`config.mk`:
```
export PLATFORM = sky130hd
export DESIGN_NAME = isa_cycle_master
export DESIGN_NICKNAME = d
export VERILOG_FILES = /design/src/rtl/isa_pkg.sv /design/src/rtl/isa_width_sel.sv /design/src/rtl/isa_wait_ctr.sv /design/src/rtl/isa_cycle_master.sv
export SDC_FILE = /design/constraint.sdc
export NUM_CORES = 1
export LEC_CHECK = 0
export ABC_AREA = 1
export BUFFER_PORTS_ARGS = -buffer_cell sky130_fd_sc_hd__buf_4
export CAP_MARGIN = 20
export CORE_MARGIN = 1
export CORE_UTILIZATION = 45
export CTS_CLUSTER_SIZE = 28
export DETAILED_ROUTE_END_ITERATION = 6
export PLACE_DENSITY = 0.7
export REMOVE_ABC_BUFFERS = 1
export SLEW_MARGIN = 20
export SYNTH_ARGS = -nofsm -noshare
export SYNTH_HDL_FRONTEND = slang
export SYNTH_SLANG_ARGS = --single-unit
```
`constraint.sdc`:
```
create_clock -name clk -period 2.2 [get_ports clk]
set_clock_uncertainty 0.15 [all_clocks]
set_input_delay 0 -clock clk [delete_from_list [all_inputs] [get_ports clk]]
set_output_delay 0 -clock clk [all_outputs]
set_load 0.005 [all_outputs]
```
`src/rtl/isa_pkg.sv`:
```
package isa_pkg;

    typedef enum logic [2:0] {
        PH_IDLE,
        PH_ADDR,
        PH_CMD,
        PH_RECOV,
        PH_DONE
    } phase_t;

    typedef struct packed {
        logic write;
        logic io;
        logic wide;
    } kind_t;

    typedef struct packed {
        logic mem_rd;
        logic mem_wr;
        logic io_rd;
        logic io_wr;
    } strobe_t;

    function automatic strobe_t pick_strobe(input kind_t k, input logic active);
        strobe_t s;
        s.mem_rd = active && !k.io && !k.write;
        s.mem_wr = active && !k.io &&  k.write;
        s.io_rd  = active &&  k.io && !k.write;
        s.io_wr  = active &&  k.io &&  k.write;
        return s;
    endfunction

endpackage

```
`src/rtl/isa_width_sel.sv`:
```
module isa_width_sel (
    input  logic is_io,
    input  logic want_wide,
    input  logic second,
    input  logic memcs16_n,
    input  logic iocs16_n,
    output logic wide16
);
    logic ack16;

    always_comb begin
        ack16  = is_io ? !iocs16_n : !memcs16_n;
        wide16 = want_wide && !second && ack16;
    end
endmodule

```
`src/rtl/isa_wait_ctr.sv`:
```
module isa_wait_ctr #(
    parameter int LIMIT = 256
) (
    input  logic clk,
    input  logic rst,
    input  logic clr,
    input  logic inc,
    output logic hit
);
    localparam int CW = $clog2(LIMIT + 1);

    logic [CW-1:0] cnt;

    always_ff @(posedge clk) begin
        if (rst || clr)
            cnt <= '0;
        else if (inc)
            cnt <= cnt + 1'b1;
    end

    assign hit = (cnt == CW'(LIMIT));
endmodule

```
`src/rtl/isa_cycle_master.sv`:
```
module isa_cycle_master
    import isa_pkg::*;
#(
    parameter int ADDR_W  = 24,
    parameter int LEN8    = 6,
    parameter int LEN16   = 3,
    parameter int LEN_ZWS = 3,
    parameter int TIMEOUT = 256
) (
    input  logic              clk,
    input  logic              rst,
    input  logic              req,
    input  logic [ADDR_W-1:0] req_addr,
    input  logic [15:0]       req_wdata,
    input  logic              req_write,
    input  logic              req_io,
    input  logic              req_wide,
    output logic              busy,
    output logic              done,
    output logic [15:0]       rd_data,
    output logic              err,
    output logic              bale,
    output logic [ADDR_W-1:0] bus_addr,
    output logic              sbhe_n,
    output logic              memr_n,
    output logic              memw_n,
    output logic              smemr_n,
    output logic              smemw_n,
    output logic              ior_n,
    output logic              iow_n,
    output logic              sd_oe,
    output logic [15:0]       sd_out,
    input  logic [15:0]       sd_in,
    input  logic              memcs16_n,
    input  logic              iocs16_n,
    input  logic              zerows_n,
    input  logic              iochrdy
);
    localparam int KW = $clog2(LEN8 + 1);
    localparam logic [KW-1:0] SPAN8  = KW'(LEN8 - 1);
    localparam logic [KW-1:0] SPAN16 = KW'(LEN16 - 1);
    localparam logic [KW-1:0] SPANZ  = KW'(LEN_ZWS - 1);
    localparam int LOW_MB_BIT = 20;

    phase_t            ph;
    kind_t             kind;
    logic [ADDR_W-1:0] addr_q;
    logic [15:0]       wd_q;
    logic [15:0]       rd_q;
    logic              err_q;
    logic              second;
    logic              wide16_q;
    logic [KW-1:0]     k;

    logic    wide_now;
    logic    tmo_hit;
    logic    at_std, zw_end, rdy_end, tmo_end, end_cmd, wait_inc;
    logic    cmd_on, low_mb;
    strobe_t stb;

    isa_width_sel u_wsel (
        .is_io     (kind.io),
        .want_wide (kind.wide),
        .second    (second),
        .memcs16_n (memcs16_n),
        .iocs16_n  (iocs16_n),
        .wide16    (wide_now)
    );

    isa_wait_ctr #(.LIMIT(TIMEOUT)) u_wait (
        .clk (clk),
        .rst (rst),
        .clr (ph != PH_CMD),
        .inc (wait_inc),
        .hit (tmo_hit)
    );

    always_comb begin
        cmd_on   = (ph == PH_CMD);
        at_std   = cmd_on && (k >= (wide16_q ? SPAN16 : SPAN8));
        zw_end   = cmd_on && !wide16_q && !zerows_n && (k >= SPANZ);
        rdy_end  = at_std && iochrdy;
        tmo_end  = at_std && !iochrdy && tmo_hit;
        end_cmd  = zw_end || rdy_end || tmo_end;
        wait_inc = at_std && !iochrdy && !tmo_hit && !zw_end;
    end

    always_ff @(posedge clk) begin
        if (rst) begin
            ph       <= PH_IDLE;
            kind     <= '0;
            addr_q   <= '0;
            wd_q     <= '0;
            rd_q     <= '0;
            err_q    <= 1'b0;
            second   <= 1'b0;
            wide16_q <= 1'b0;
            k        <= '0;
        end else begin
            case (ph)
                PH_IDLE: if (req) begin
                    addr_q <= req_addr;
                    wd_q   <= req_wdata;
                    kind   <= '{write: req_write, io: req_io, wide: req_wide};
                    second <= 1'b0;
                    rd_q   <= '0;
                    err_q  <= 1'b0;
                    ph     <= PH_ADDR;
                end
                PH_ADDR: begin
                    wide16_q <= wide_now;
                    k        <= KW'(1);
                    ph       <= PH_CMD;
                end
                PH_CMD: begin
                    if (end_cmd) begin
                        if (wide16_q)
                            rd_q <= sd_in;
                        else if (second)
                            rd_q[15:8] <= sd_in[7:0];
                        else
                            rd_q[7:0] <= sd_in[7:0];
                        err_q <= tmo_end && !zw_end;
                        ph    <= PH_RECOV;
                    end else if (k != SPAN8) begin
                        k <= k + 1'b1;
                    end
                end
                PH_RECOV: begin
                    if (kind.wide && !wide16_q && !second && !err_q) begin
                        second <= 1'b1;
                        addr_q <= addr_q + 1'b1;
                        ph     <= PH_ADDR;
                    end else begin
                        ph <= PH_DONE;
                    end
                end
                PH_DONE: ph <= PH_IDLE;
                default: ph <= PH_IDLE;
            endcase
        end
    end

    always_comb begin
        stb      = pick_strobe(kind, cmd_on);
        low_mb   = (addr_q[ADDR_W-1:LOW_MB_BIT] == '0);
        bale     = (ph == PH_ADDR);
        busy     = (ph != PH_IDLE);
        done     = (ph == PH_DONE);
        rd_data  = rd_q;
        err      = err_q && done;
        bus_addr = addr_q;
        memr_n   = !stb.mem_rd;
        memw_n   = !stb.mem_wr;
        smemr_n  = !(stb.mem_rd && low_mb);
        smemw_n  = !(stb.mem_wr && low_mb);
        ior_n    = !stb.io_rd;
        iow_n    = !stb.io_wr;
        sbhe_n   = bale ? !(kind.wide && !second) : !(cmd_on && wide16_q);
        sd_oe    = kind.write && (cmd_on || ph == PH_RECOV);
        sd_out   = wide16_q ? wd_q : {8'h00, (second ? wd_q[15:8] : wd_q[7:0])};
    end
endmodule

```
==> flow_summary.yaml, run 1 <==
logic_synthesis:
  ys_warn_count: 0
  syn_inst: 750
  synth_xor_area_frac: 0.0206
  synth_seq_cells: 77
  syn-cell-area_um2: 4680
  ys_types: 37
  synth_compound_area_frac: 0.131
  async_flop_share: 0
  synth-edff-count: 0
  yosys.area_share.simple: 0.384
  post_synth.cell_area_avg_um2: 6.24
  ys_seq_area_frac: 0.329
  muxShareOfSynthArea: 0
  ys.flop_type: "dfxtp_1"
  synthAdderAreaFrac: 0.0214
  synth_top_family_by_area: "simple AND/OR/NAND/NOR gates"
clock_tree:
  tritoncts: "yes"
  clk_latency_ns: 0.35
  cts_setup_buffers: 0
  cts.sinks: 77
  h-tree-depth: 3
  numCtsBuffers: 9
  clockBufferDepth: 2
  clkTransAtPathRegs_ns: 0.09
  root_buffer: "clkbuf_8"
power:
  peakVddDrop_uv: 543
  leakage_uw: 0.00309
  finalPower_uw: 6150
  powerDensity_nw_per_um2: 924
global_route:
  grt_max_degree: 42
  grt_overflow: 0
  grt_first_pass_wirelength_um: 23900
  grt_pass1_vias: 5171
  grt_usage: 0.266
  grt_antenna_before_repair: 0
floorplan:
  die_w_um: 104
  die-area_um2: 10800
  die_h_um: 104
  start_util: 0.472
  rows: 36
  core_um2: 9910
  io_pins: 134
sta:
  relSlewSlack: 0.577
  setup_viol: 0
  clock.fmax_ghz: 0.481
  hold_viol: 0
  slew_viol_final: 0
  tightest_slew_ns: 0.634
  min_period_over_period: 0.946
  fin_crit_ns: 2.08
  hold_ws_ns: 0.0784
  setup_tns_ns: 0
job:
  cap_violations: 0
layout:
  layout_common_cells: "nand2_1, buf_4, inv_1"
  fin_cells: 1081
  final_common_cell: "nand2_1"
  fin_util: 0.671
  fillers: 912
  num_antenna_cells: 0
  fin_nets: 1017
  drive_gt1_frac: 0.211
  syn_to_final_growth_pct: 42.2
placed_design:
  dpl.hpwl_um: 9730
  dp.cells: 1000
  portBuffers: 133
  place_congestion: 0.894
worst_setup_path:
  cp_cell_sequence: "ha_1, nand2_1, nor2_2, nand2_1, o21ai_0, nand2_1, o21ai_0, a21oi_1"
  crit_family: "simple AND/OR/NAND/NOR gates"
  path_buf_inv: 0
  worstPathRequired_ns: 2.28
  arrival_ns: 2.17
  critical-path-slowest-cell: "dfxtp_1"
  startpoint_type: "flip-flop"
  cp_max_fo: 7
  end_kind: "flip-flop"
  path_class: "flip-flop to flip-flop"
  r2r_slack_ns: 0.12
  slowest_delay_ns: 0.48
  crit_top_cell: "nand2_1"
route:
  first_iter_violations: 305
  drtAntennaViolNets: 0
  drt_wl_total_um: 14600
  drc: 0
  drt_pre_antenna_iters: 6
  via_count: 5501
  vias_per_cell: 5.09
  wl_per_cell_um: 13.5
hold_path:
  hold_class: "input pin to flip-flop"
outcome:
  outcome: "finished clean"
[per-stage QoR]
stage,cell area [µm²],setup WS [ns]
after floorplan,4530,0.0144
final,6650,0.119
after global placement,5790,0.189
after global routing,6650,-0.0124
after detailed placement,5790,0.0868
after CTS,6630,0.0722
[area by class of cell]
| cell class | count | area [µm²] | share of cell area |
|---|---|---|---|
| multi-input combinational | 545 | 2630 | 0.395 |
| timing repair buffer | 209 | 1730 | 0.259 |
| sequential | 77 | 1540 | 0.232 |
| inverter | 101 | 379 | 0.0570 |
| tap | 133 | 166 | 0.0250 |
| clock buffer | 9 | 124 | 0.0186 |
| clock inverter | 7 | 86.3 | 0.0130 |
[state kept, by name, indices dropped and copies added, names as in the netlist]
name and count:
bus_addr 24, err_q 1, k 3, kind 3, ph 3, rd_data 16, second 1, u_wait.cnt 9
wd_q 16, wide16_q 1
[synth_stat cells, types with 2 or more instances]
library cell / instances / area, µm²
a211oi_1: 3 / 22.5
a21oi_1: 47 / 235
a31oi_1: 3 / 18.8
a31oi_4: 2 / 42.5
buf_1: 3 / 11.3
buf_2: 8 / 40.0
buf_4: 3 / 22.5
buf_6: 3 / 33.8
clkbuf_1: 12 / 45.0
dfxtp_1: 77 / 1540
ha_1: 8 / 100
inv_1: 94 / 353
inv_2: 6 / 22.5
nand2_1: 231 / 867
nand2_2: 2 / 12.5
nand2_4: 4 / 45.0
nand3_1: 46 / 230
nand4_1: 23 / 144
nor2_1: 78 / 293
nor2_2: 8 / 50.1
nor2_4: 3 / 33.8
nor3_1: 7 / 35.0
nor4_1: 2 / 12.5
o21ai_0: 52 / 260
o21ai_1: 2 / 10.0
or2_2: 3 / 18.8
xnor2_1: 4 / 35.0
xor2_1: 7 / 61.3
[logic make-up after synthesis]
group	after synthesis
and+or+nand+nor	412
buffers and inverters	130
AOI/OAI and AO/OA	112
DFF	77
xor gates and xnor gates	11
adders and majority gates	8
[power breakdown]
part,switching [µW],total [µW],leakage (µW),internal (µW)
Clock,619,1170,0.000105,553
Combinational,1630,2870,0.00235,1240
Sequential,350,2110,0.000633,1760
Total,2600,6150,0.00309,3550
[timing repair]
item / 4_1_cts / 5_1_grt
hold buffers: 63 / 0
resized for setup: 0 / 5
endpoints found under the setup margin: 0 / 19
hold endpoints to repair: 72 / 0
[worst min-delay path, delay by kind of cell]
kind,cells,cell delay (ns)
AO/OA/AOI/OAI,2,0.21
buffers and inverters,2,0.22
AND/OR/NAND/NOR,1,0.10
[per-layer routing]
layer | up-vias | wire [µm] | GRT usage
li1 | 2772 | - | -
met1 | 2506 | 6560 | 0.345
met2 | 205 | 6900 | 0.459
met3 | 18 | 959 | 0.0388
met4 | 0 | 183 | 0.0735
met5 | - | 0 | 0
[final timing paths]
kind                            depth (start not counted)           end         from
worst max-delay path                                    8  bus_addr[10]  bus_addr[0]
worst min-delay path                                    5          k[1]     zerows_n
worst max register to register                          8  bus_addr[10]  bus_addr[0]
worst min register to register                          2       wd_q[7]      wd_q[7]
Power figures use the tool's default switching activity.
==> run 2, diff against run 1 <==
--- a/config.mk
+++ b/config.mk
@@ -8,11 +8,12 @@
 export ABC_AREA = 1
 export BUFFER_PORTS_ARGS = -buffer_cell sky130_fd_sc_hd__buf_4
 export CAP_MARGIN = 20
+export CORE_ASPECT_RATIO = 0.7
 export CORE_MARGIN = 1
 export CORE_UTILIZATION = 45
 export CTS_CLUSTER_SIZE = 28
 export DETAILED_ROUTE_END_ITERATION = 6
-export PLACE_DENSITY = 0.7
+export PLACE_DENSITY = 0.68
 export REMOVE_ABC_BUFFERS = 1
 export SLEW_MARGIN = 20
 export SYNTH_ARGS = -nofsm -noshare
==> constraint.sdc (replaced) <==
create_clock -name clk -period 2 [get_ports clk]
set_clock_uncertainty 0.15 [all_clocks]
set_input_delay 0 -clock clk [delete_from_list [all_inputs] [get_ports clk]]
set_output_delay 0 -clock clk [all_outputs]
set_load 0.005 [all_outputs]
==> run 2 against run 1 <==
Clock power grew 65%. Combinational power grew 12%. Global-route usage increased by 1.3 points. Flip-flop and latch count is the same. Power is 21% higher. Critical path type is now flip-flop to output pin. Largest power group unchanged.
==> flow_summary.yaml, run 2 (synthesis results as in run 1) <==
outcome:
  outcome: "finished clean"
global_route:
  grt_antenna_before_repair: 0
  grt_usage: 0.279
  grt_max_degree: 44
  grt_overflow: 0
  grt_pass1_vias: 4867
  grt_first_pass_wirelength_um: 23400
sta:
  rsz0062_at_grt: "no"
  setup_viol: 0
  hold_ws_ns: 0.0198
  relSlewSlack: 0.678
  hold_viol: 0
  fin_crit_ns: 1.88
  clock.fmax_ghz: 0.531
  slew_viol_final: 0
  tightest_slew_ns: 0.483
  min_period_over_period: 0.942
layout:
  fillers: 847
  final_common_cell: "nand2_1"
  fin_nets: 1027
  syn_to_final_growth_pct: 46.9
  fin_cells: 1086
  final-seq-area_um2: 1550
  layout_common_cells: "nand2_1, buf_4, inv_1"
  largest_reg_flops: 24
  drive_gt1_frac: 0.223
  stdcell_area_um2: 6870
  num_antenna_cells: 0
  multi_input_area_um2: 2640
power:
  powerDensity_nw_per_um2: 1080
  peakVddDrop_uv: 605
  p_sw_uw: 2870
  leakage_uw: 0.00321
  intPower_uw: 4590
  netSwitchingFraction: 0.384
  pwr-share-comb: 0.432
  p_seq_frac: 0.310
  power_frac_clock: 0.258
clock_tree:
  tritoncts: "yes"
  clk_latency_ns: 0.34
  h-tree-depth: 3
  numCtsBuffers: 9
  cts.sinks: 77
  clkTransAtPathRegs_ns: 0.06
  clockBufferDepth: 2
  root_buffer: "clkbuf_16"
hold_path:
  hold_class: "input pin to flip-flop"
floorplan:
  rows: 30
  io_pins: 134
  start_util: 0.472
  die_w_um: 124
  core_um2: 9910
  die-area_um2: 10800
  die_h_um: 87.3
job:
  cap_violations: 0
worst_setup_path:
  cp_cell_sequence: "nor2_4, nand2_4, inv_2, buf_4, nand4_1, buf_4"
  slowest_delay_ns: 0.37
  critical-path-slowest-cell: "dfxtp_1"
  arrival_ns: 1.73
  path_buf_inv: 3
  path_class: "flip-flop to output pin"
  crit_family: "buffers and inverters"
  startpoint_type: "flip-flop"
  end_kind: "output pin"
  worstPathRequired_ns: 1.85
  crit_top_cell: "buf_4"
  cp_max_fo: 11
route:
  drt_wl_total_um: 14900
  wl_per_cell_um: 13.7
  first_iter_violations: 418
  drc: 0
  vias_per_cell: 5.09
  drtAntennaViolNets: 0
  via_count: 5528
  drt_pre_antenna_iters: 5
placed_design:
  place_congestion: 0.909
  portBuffers: 133
  placed_cell_area_um2: 5860
  dp.cells: 1005
  dpl.hpwl_um: 10200
[run 2: cell count changes in the layout (fill, tap and decap cells not counted), moves of 3 or more]
cell       change
clkbuf_16      +9
clkbuf_8       -8
dfxtp_1        -3
buf_4         +11
dfxtp_2        +3
inv_6          -3
[run 2: per-stage QoR]
step	total power (µW)	util	setup slack, ns	setup TNS (ns)
after global routing	7970	0.694	0.00782	0
after global placement	5260	0.591	0.0618	0
final	7450	0.694	0.116	0
after floorplan	4100	-	-0.186	-4.92
after detailed placement	5350	0.591	-0.0853	-0.611
after CTS	7410	0.691	0.00806	0
[run 2: path summary, 6_finish.rpt]
check / cells after the start / to / from / slack (ns)
setup reg to reg: 11 / k[0] / wide16_q / 0.13
hold / removal: 6 / err_q / iochrdy / 0.02
hold reg to reg: 2 / wd_q[3] / wd_q[3] / 0.30
setup / recovery: 6 / smemw_n / ph[0] / 0.12
[run 2: cell type report]
cell class | count | area share
clock buffers | 11 | 0.0353
clock inverters | 5 | 0.0157
inverters | 101 | 0.0555
multi-input cells | 545 | 0.384
flip-flops and latches | 77 | 0.225
well taps | 128 | 0.0233
repair buffers | 219 | 0.262
[run 2: worst reg2reg max path: cells and delay by family (launching register included)]
family,cells,cell delay [ns]
and+or+nand+nor,7,0.66
DFF,1,0.37
adders and majority gates,1,0.30
buffers and inverters,2,0.22
AOI/OAI and AO/OA,1,0.08
[run 2: power groups by stage]
stage	clock network, µW	logic [µW]	registers, µW
finish	1930	3220	2310
global route	2010	3600	2360
CTS	1950	3160	2300
detailed placement	0	3020	2330
global placement	0	2950	2310
floorplan	0	1830	2280
[run 2: repair_timing]
item,4_1_cts,5_1_grt
endpoints found under the setup margin,18,51
setup buffers,0,1
gates resized for setup,2,10
endpoints found under the hold margin,64,0
cloned,2,0
pin swaps,2,2
hold buffers,62,0
[run 2: layer usage]
layer	up-vias	global-route usage	part of all wire
li1	2789	-	-
met1	2451	0.391	0.47
met2	274	0.427	0.43
met3	14	0.0622	0.088
met4	0	0.0734	0.011
met5	-	0	0
